`src/rtl/fpcu_pkg.sv`:
```
`timescale 1ns/1ps
package fpcu_pkg;
  localparam int FLAG_W  = 5;
  localparam int NV_POS  = 4;
  localparam int CLASS_W = 10;

  typedef enum logic [3:0] {
    OP_EQ    = 4'd0,
    OP_LT    = 4'd1,
    OP_LE    = 4'd2,
    OP_MIN   = 4'd3,
    OP_MAX   = 4'd4,
    OP_SGNJ  = 4'd5,
    OP_SGNJN = 4'd6,
    OP_SGNJX = 4'd7,
    OP_CLASS = 4'd8
  } fpcu_op_e;
endpackage

```
`src/rtl/fpcu_decode.sv`:
```
`timescale 1ns/1ps
module fpcu_decode import fpcu_pkg::*; #(
  parameter int EXP_W = 8,
  parameter int MAN_W = 23,
  localparam int W = 1 + EXP_W + MAN_W
) (
  input  logic [W-1:0]       a,
  input  logic [W-1:0]       b,
  output logic [1:0]         is_nan,
  output logic [1:0]         is_snan,
  output logic [1:0]         is_zero,
  output logic [CLASS_W-1:0] a_mask
);
  logic [W-1:0] opnd [2];
  logic [1:0]   e_ones, e_zero, m_zero, q_bit;

  assign opnd[0] = a;
  assign opnd[1] = b;

  // per-operand field decode, same structure for both inputs
  for (genvar i = 0; i < 2; i++) begin : g_opnd
    assign e_ones[i]  = &opnd[i][W-2:MAN_W];
    assign e_zero[i]  = ~|opnd[i][W-2:MAN_W];
    assign m_zero[i]  = ~|opnd[i][MAN_W-1:0];
    assign q_bit[i]   = opnd[i][MAN_W-1];
    assign is_nan[i]  = e_ones[i] & ~m_zero[i];
    assign is_snan[i] = is_nan[i] & ~q_bit[i];
    assign is_zero[i] = e_zero[i] & m_zero[i];
  end

  logic neg, inf, norm, sub;
  assign neg  = a[W-1];
  assign inf  = e_ones[0] & m_zero[0];
  assign norm = ~e_ones[0] & ~e_zero[0];
  assign sub  = e_zero[0] & ~m_zero[0];

  assign a_mask = {is_nan[0] & q_bit[0], is_snan[0],
                   ~neg & inf, ~neg & norm, ~neg & sub, ~neg & is_zero[0],
                   neg & is_zero[0], neg & sub, neg & norm, neg & inf};
endmodule

```
`src/rtl/fpcu_compare.sv`:
```
`timescale 1ns/1ps
module fpcu_compare #(
  parameter int EXP_W = 8,
  parameter int MAN_W = 23,
  localparam int W = 1 + EXP_W + MAN_W
) (
  input  logic [W-1:0] a,
  input  logic [W-1:0] b,
  input  logic [1:0]   is_nan,
  input  logic [1:0]   is_zero,
  output logic         eq,
  output logic         lt,
  output logic         le,
  output logic         lt_tot   // -0 below +0; meaningful for non-NaN only
);
  logic any_nan, both_zero, sa, sb, mag_lt, mag_gt, same_sign_lt;

  assign any_nan      = |is_nan;
  assign both_zero    = &is_zero;
  assign sa           = a[W-1];
  assign sb           = b[W-1];
  assign mag_lt       = a[W-2:0] < b[W-2:0];
  assign mag_gt       = a[W-2:0] > b[W-2:0];
  assign same_sign_lt = sa ? mag_gt : mag_lt;

  assign lt     = ~any_nan & ((sa != sb) ? (sa & ~both_zero) : same_sign_lt);
  assign eq     = ~any_nan & ((a == b) | both_zero);
  assign le     = lt | eq;
  assign lt_tot = (sa != sb) ? sa : same_sign_lt;
endmodule

```
`src/rtl/fpcu_minmax.sv`:
```
`timescale 1ns/1ps
module fpcu_minmax #(
  parameter int EXP_W = 8,
  parameter int MAN_W = 23,
  localparam int W = 1 + EXP_W + MAN_W
) (
  input  logic [W-1:0] a,
  input  logic [W-1:0] b,
  input  logic [1:0]   is_nan,
  input  logic [1:0]   is_snan,
  input  logic         lt_tot,
  input  logic         pick_max,
  output logic [W-1:0] res,
  output logic         invalid
);
  localparam logic [W-1:0] CANON_NAN = {1'b0, {EXP_W{1'b1}}, 1'b1, {(MAN_W-1){1'b0}}};

  assign invalid = |is_snan;

  always_comb begin
    unique case (is_nan)
      2'b11:   res = CANON_NAN;
      2'b01:   res = b;
      2'b10:   res = a;
      default: res = (lt_tot ^ pick_max) ? a : b;
    endcase
  end
endmodule

```
`src/rtl/fp_cmpsel_unit.sv`:
```
`timescale 1ns/1ps
module fp_cmpsel_unit import fpcu_pkg::*; #(
  parameter int EXP_W = 8,
  parameter int MAN_W = 23,
  localparam int W = 1 + EXP_W + MAN_W
) (
  input  logic              clk,
  input  logic              rst,
  input  logic              in_valid,
  input  logic [3:0]        op,
  input  logic [W-1:0]      opnd_a,
  input  logic [W-1:0]      opnd_b,
  output logic              out_valid,
  output logic [W-1:0]      result,
  output logic [FLAG_W-1:0] flags
);
  localparam logic [W-1:0] CANON_NAN = {1'b0, {EXP_W{1'b1}}, 1'b1, {(MAN_W-1){1'b0}}};

  logic [1:0]         is_nan, is_snan, is_zero;
  logic [CLASS_W-1:0] a_mask;
  logic               eq, lt, le, lt_tot, mm_inv;
  logic [W-1:0]       mm_res;

  fpcu_decode #(.EXP_W(EXP_W), .MAN_W(MAN_W)) u_decode (
    .a(opnd_a), .b(opnd_b), .is_nan(is_nan), .is_snan(is_snan),
    .is_zero(is_zero), .a_mask(a_mask));

  fpcu_compare #(.EXP_W(EXP_W), .MAN_W(MAN_W)) u_compare (
    .a(opnd_a), .b(opnd_b), .is_nan(is_nan), .is_zero(is_zero),
    .eq(eq), .lt(lt), .le(le), .lt_tot(lt_tot));

  fpcu_minmax #(.EXP_W(EXP_W), .MAN_W(MAN_W)) u_minmax (
    .a(opnd_a), .b(opnd_b), .is_nan(is_nan), .is_snan(is_snan),
    .lt_tot(lt_tot), .pick_max(op == OP_MAX), .res(mm_res), .invalid(mm_inv));

  logic [W-1:0] nxt_res;
  logic         nxt_inv;

  always_comb begin
    nxt_res = '0;
    nxt_inv = 1'b0;
    case (op)
      OP_EQ:    begin nxt_res[0] = eq; nxt_inv = |is_snan; end
      OP_LT:    begin nxt_res[0] = lt; nxt_inv = |is_nan;  end
      OP_LE:    begin nxt_res[0] = le; nxt_inv = |is_nan;  end
      OP_MIN,
      OP_MAX:   begin nxt_res = mm_res; nxt_inv = mm_inv; end
      OP_SGNJ:  nxt_res = {opnd_b[W-1], opnd_a[W-2:0]};
      OP_SGNJN: nxt_res = {~opnd_b[W-1], opnd_a[W-2:0]};
      OP_SGNJX: nxt_res = {opnd_a[W-1] ^ opnd_b[W-1], opnd_a[W-2:0]};
      OP_CLASS: nxt_res[CLASS_W-1:0] = a_mask;
      default:  ;
    endcase
  end

  logic [3:0] op_q;

  always_ff @(posedge clk) begin
    if (rst) begin
      out_valid <= 1'b0;
      result    <= '0;
      flags     <= '0;
      op_q      <= '0;
    end else begin
      out_valid <= in_valid;
      if (in_valid) begin
        result <= nxt_res;
        flags  <= {nxt_inv, {NV_POS{1'b0}}};
        op_q   <= op;
      end
    end
  end

  // ---------------- assertions ----------------
  logic res_is_nan;
  assign res_is_nan = (&result[W-2:MAN_W]) & (|result[MAN_W-1:0]);

  p_cmp_boolean_r1: assert property (@(posedge clk) disable iff (rst)
    out_valid && (op_q == OP_EQ || op_q == OP_LT || op_q == OP_LE)
      |-> result[W-1:1] == '0);

  p_spare_flags_r2: assert property (@(posedge clk) disable iff (rst)
    flags[NV_POS-1:0] == '0);

  p_minmax_canon_r5: assert property (@(posedge clk) disable iff (rst)
    out_valid && (op_q == OP_MIN || op_q == OP_MAX) && res_is_nan
      |-> result == CANON_NAN);

  p_sgnj_quiet_r7: assert property (@(posedge clk) disable iff (rst)
    out_valid && (op_q == OP_SGNJ || op_q == OP_SGNJN || op_q == OP_SGNJX)
      |-> flags == '0);

  p_class_onehot_r8: assert property (@(posedge clk) disable iff (rst)
    out_valid && op_q == OP_CLASS
      |-> $onehot(result[CLASS_W-1:0]) && result[W-1:CLASS_W] == '0 && flags == '0);

  p_valid_rise_r10: assert property (@(posedge clk) disable iff (rst)
    in_valid |=> out_valid);

  p_valid_fall_r10: assert property (@(posedge clk) disable iff (rst)
    !in_valid |=> !out_valid);

  p_hold_r11: assert property (@(posedge clk) disable iff (rst)
    !in_valid |=> $stable(result) && $stable(flags));

  p_reserved_zero_r12: assert property (@(posedge clk) disable iff (rst)
    out_valid && op_q > 4'd8 |-> result == '0 && flags == '0);
endmodule

```
`config.mk`:
```
export PLATFORM = sky130hd
export DESIGN_NAME = fp_cmpsel_unit
export DESIGN_NICKNAME = d
export VERILOG_FILES = /design/src/rtl/fpcu_pkg.sv /design/src/rtl/fpcu_decode.sv /design/src/rtl/fpcu_compare.sv /design/src/rtl/fpcu_minmax.sv /design/src/rtl/fp_cmpsel_unit.sv
export SDC_FILE = /design/constraint.sdc
export NUM_CORES = 1
export LEC_CHECK = 0
export BUFFER_PORTS_ARGS = -buffer_cell sky130_fd_sc_hd__buf_4
export CORE_MARGIN = 5
export CORE_UTILIZATION = 52
export DETAILED_ROUTE_END_ITERATION = 7
export PLACE_DENSITY = 0.81
export SYNTH_ARGS = -nofsm -noshare
export SYNTH_HDL_FRONTEND = slang
export SYNTH_SLANG_ARGS = --single-unit
```
`constraint.sdc`:
```
create_clock -name clk -period 4.6 [get_ports clk]
set_clock_uncertainty 0.2 [all_clocks]
set_input_delay 0.92 -clock clk [delete_from_list [all_inputs] [get_ports clk]]
set_output_delay 0.92 -clock clk [all_outputs]
set_load 0.02 [all_outputs]
```
==> qor.yml <==
status:
  status: "completed"
route:
  dr.pass1.iters: 5
  vias: 4035
  drtIter0Drc: 286
  drcViolationCount: 0
  routed_wl_um: 12000
  ant_nets: 0
  wl_per_cell_um: 19.3
  routed_via_density: 6.50
sta:
  rsz0062_at_grt: "no"
  hold_slack_ns: 0.260
  tightest_slew_ns: 0.954
  period_share_pct: 80.6
  relSlewSlack_pct: 36.2
  finalCriticalPeriod_ns: 3.71
  hold_violations: 0
  setup_viol: 0
  fmax_ghz: 0.270
  fin_setup_tns_ns: 0
  slew_violations: 0
run:
  drv_cap: 0
power:
  net-switching-power_uw: 284
  p_int_uw: 532
  p_leak_nw: 1.80
  p_seq_share_pct: 37.2
  peakVddDrop_mv: 0.118
  p_clk_share_pct: 29.4
  p_per_area_mw_per_mm2: 194
  p_comb_share_pct: 33.4
  sw_frac_of_total_pct: 34.8
  power_uw: 815
placed_design:
  dpl_cell_area_mm2: 0.00411
  gp_congestion: 0.920
  dpl.hpwl_um: 9270
  numPortBuffers: 104
setup_path:
  reg2reg_depth: 6
  cp_data_arrival_time_ns: 3.69
  r2r_slack_ns: 3.16
  crit_path_max_fanout: 20
  crit_path_frequent_cell: "buf_4"
  timing.rr.start: "result[0]"
  endpoint_kind: "flop"
  crit_path_cell_trace: "buf_4 -> inv_1 -> ha_1 -> nand4_1 -> nor2_1 -> a221oi_2 -> nand2_1 -> o31a_1 -> a21oi_2 -> o311a_1 -> buf_4 -> o21ai_1 -> a221oi_1"
  worstSetupPathType: "in2reg"
  critPathMaxStageDelay_ns: 0.36
  cp-start-kind: "input port"
  worstPathRequired_ns: 4.59
  r2r_end: "result[0]"
  slowest_stage: "o31a_1"
yosys:
  synth_cell_type_count: 60
  synth_async_sr_flop_share_pct: 0
  syn_avg_cell_area_um2: 7.35
  yosys.area.top_type: "dfxtp_1"
  synthXorXnorAreaFrac_pct: 0.527
  ys_ff_latch: 34
  netlist_area_mm2: 0.00332
  synth_area_leaders: "dfxtp_1 (20%), ha_1 (12%), nand4_1 (4.9%)"
  yosys-mux-area-fraction_pct: 0
  synth_top_family_by_area: "compound AO/OA/AOI/OAI gates"
  synth_edf_count: 0
  yosys.area_share.simple_pct: 25.8
  synth_compound_gate_area_share_pct: 32.5
  yosysSeqAreaShare_pct: 20.5
  ys_warn_count: 0
  synth_flop_cell: "dfxtp_1"
  netlist_instances: 452
  synth-adder-area-share_pct: 11.7
  synth_top_area_share_pct: 20.5
cells_and_area:
  drive_above_1_share_pct: 22.8
  nFillCells: 587
  multi_input_area_mm2: 0.00236
  syn2layout_area_growth_pct: 26.3
  layout_common_cells: "buf_4 (108), inv_1 (43), dfxtp_1 (34)"
  num_antenna_cells: 0
  final_nets: 645
  final_common_cell: "buf_4"
  register_area_um2: 681
  fin_area_mm2: 0.00420
global_route:
  grt_max_degree: 32
  antenna_found_initial: 0
  grt_pass1_wl_um: 19400
  track_usage_pct: 28.3
  grt_pass1_vias: 4002
  grt_overflow_total: 0
clock_tree:
  cts_hold_buf: 0
  numCtsBuffers: 5
  worst_skew_pair.late_latency_ns: 0.29
  clock_sinks: 34
  cts_resized: 0
  clk_pin_slew_ns: 0.07
  htreeDepth: 2
  post-cts-setup-buffers: 0
  clk_path_buf_depth: 2
  cts_tree: "built"
  root_buffer: "clkbuf_8"
floorplan:
  core.rowCount: 29
  start_util_pct: 52.9
  core-area_mm2: 0.00628
  io_pins: 109
  die_area_mm2: 0.00809
  dieWidth_um: 89.9
  dieHeight_um: 89.9
hold_path:
  holdPathStages: 2
  whs_endpoint: "result[22]"
  min_from: "result[22]"
  hp-class: "reg2reg"
[Yosys cell counts, types with 10 or more instances]
cell / n
inv_1: 43
dfxtp_1: 34
ha_1: 31
a21oi_1: 29
nand2_1: 29
nand4_1: 26
nor2_1: 25
a31oi_1: 24
nand2b_1: 21
o21ai_0: 18
nor4_1: 17
clkbuf_1: 15
o211ai_1: 14
o21ai_1: 11
nand3_1: 10
[cell families (layout without fill, tap and decap cells)]
group	count (synthesis)	count (layout)
other	1	4
buffers and inverters	70	159
xor gates and xnor gates	2	2
and+or+nand+nor	160	160
AOI/OAI and AO/OA	154	154
adders and majority gates	31	31
DFF	34	34
[power groups by stage]
stage | Combinational (mW) | Clock (mW) | Sequential (mW)
floorplan | 0.147 | 0 | 0.316
global placement | 0.262 | 0 | 0.310
detailed placement | 0.267 | 0 | 0.310
CTS | 0.269 | 0.247 | 0.303
global route | 0.298 | 0.259 | 0.303
finish | 0.273 | 0.240 | 0.303
[through the flow]
stage	utilization, %	setup slack (ns)	instances
floorplan	-	1.10	455
global placement	65.4	0.695	613
detailed placement	65.4	0.622	613
CTS	66.9	0.919	621
global route	66.9	0.672	621
finish	66.9	0.894	621
[cell type report]
class / instances / area share (%)
clock buffer: 7 / 2.06
clock inverter: 1 / 0.119
inverter: 43 / 3.85
multi-input combinational: 351 / 56.1
sequential: 34 / 16.2
tap: 77 / 2.30
timing repair buffer: 108 / 19.3
[registers in the layout, indices dropped and copies added (netlist names)]
name and cells:
flags 1, out_valid 1, result 32
[metal layers]
layer / vias up / share of wire [%] / GRT usage [%]
met3: 28 / 9.7 / 7.68
met4: 0 / 2.3 / 8.68
met2: 227 / 48 / 47.9
li1: 1899 / - / -
met1: 1881 / 40 / 34.8
met5: - / 0 / 0
[worst max-delay path: cells and delay by family]
kind / cells / cell delay (ns)
adders and majority gates: 1 / 0.30
AOI/OAI and AO/OA: 6 / 1.59
buffers and inverters: 3 / 0.40
and+or+nand+nor: 3 / 0.49
[worst max-delay path by stage]
| stage | startpoint | to | cells past startpoint |
|---|---|---|---|
| 3_3_place_gp | opnd_a[29] | result[3] | 12 |
| 3_5_place_dp | opnd_a[29] | result[4] | 12 |
| 5_1_grt | opnd_b[29] | result[4] | 13 |
| 2_1_floorplan | opnd_b[29] | result[10] | 13 |
| 6_report | opnd_b[29] | result[7] | 13 |
| 4_1_cts | opnd_a[29] | result[4] | 12 |
(Power assumes the default switching activity.)
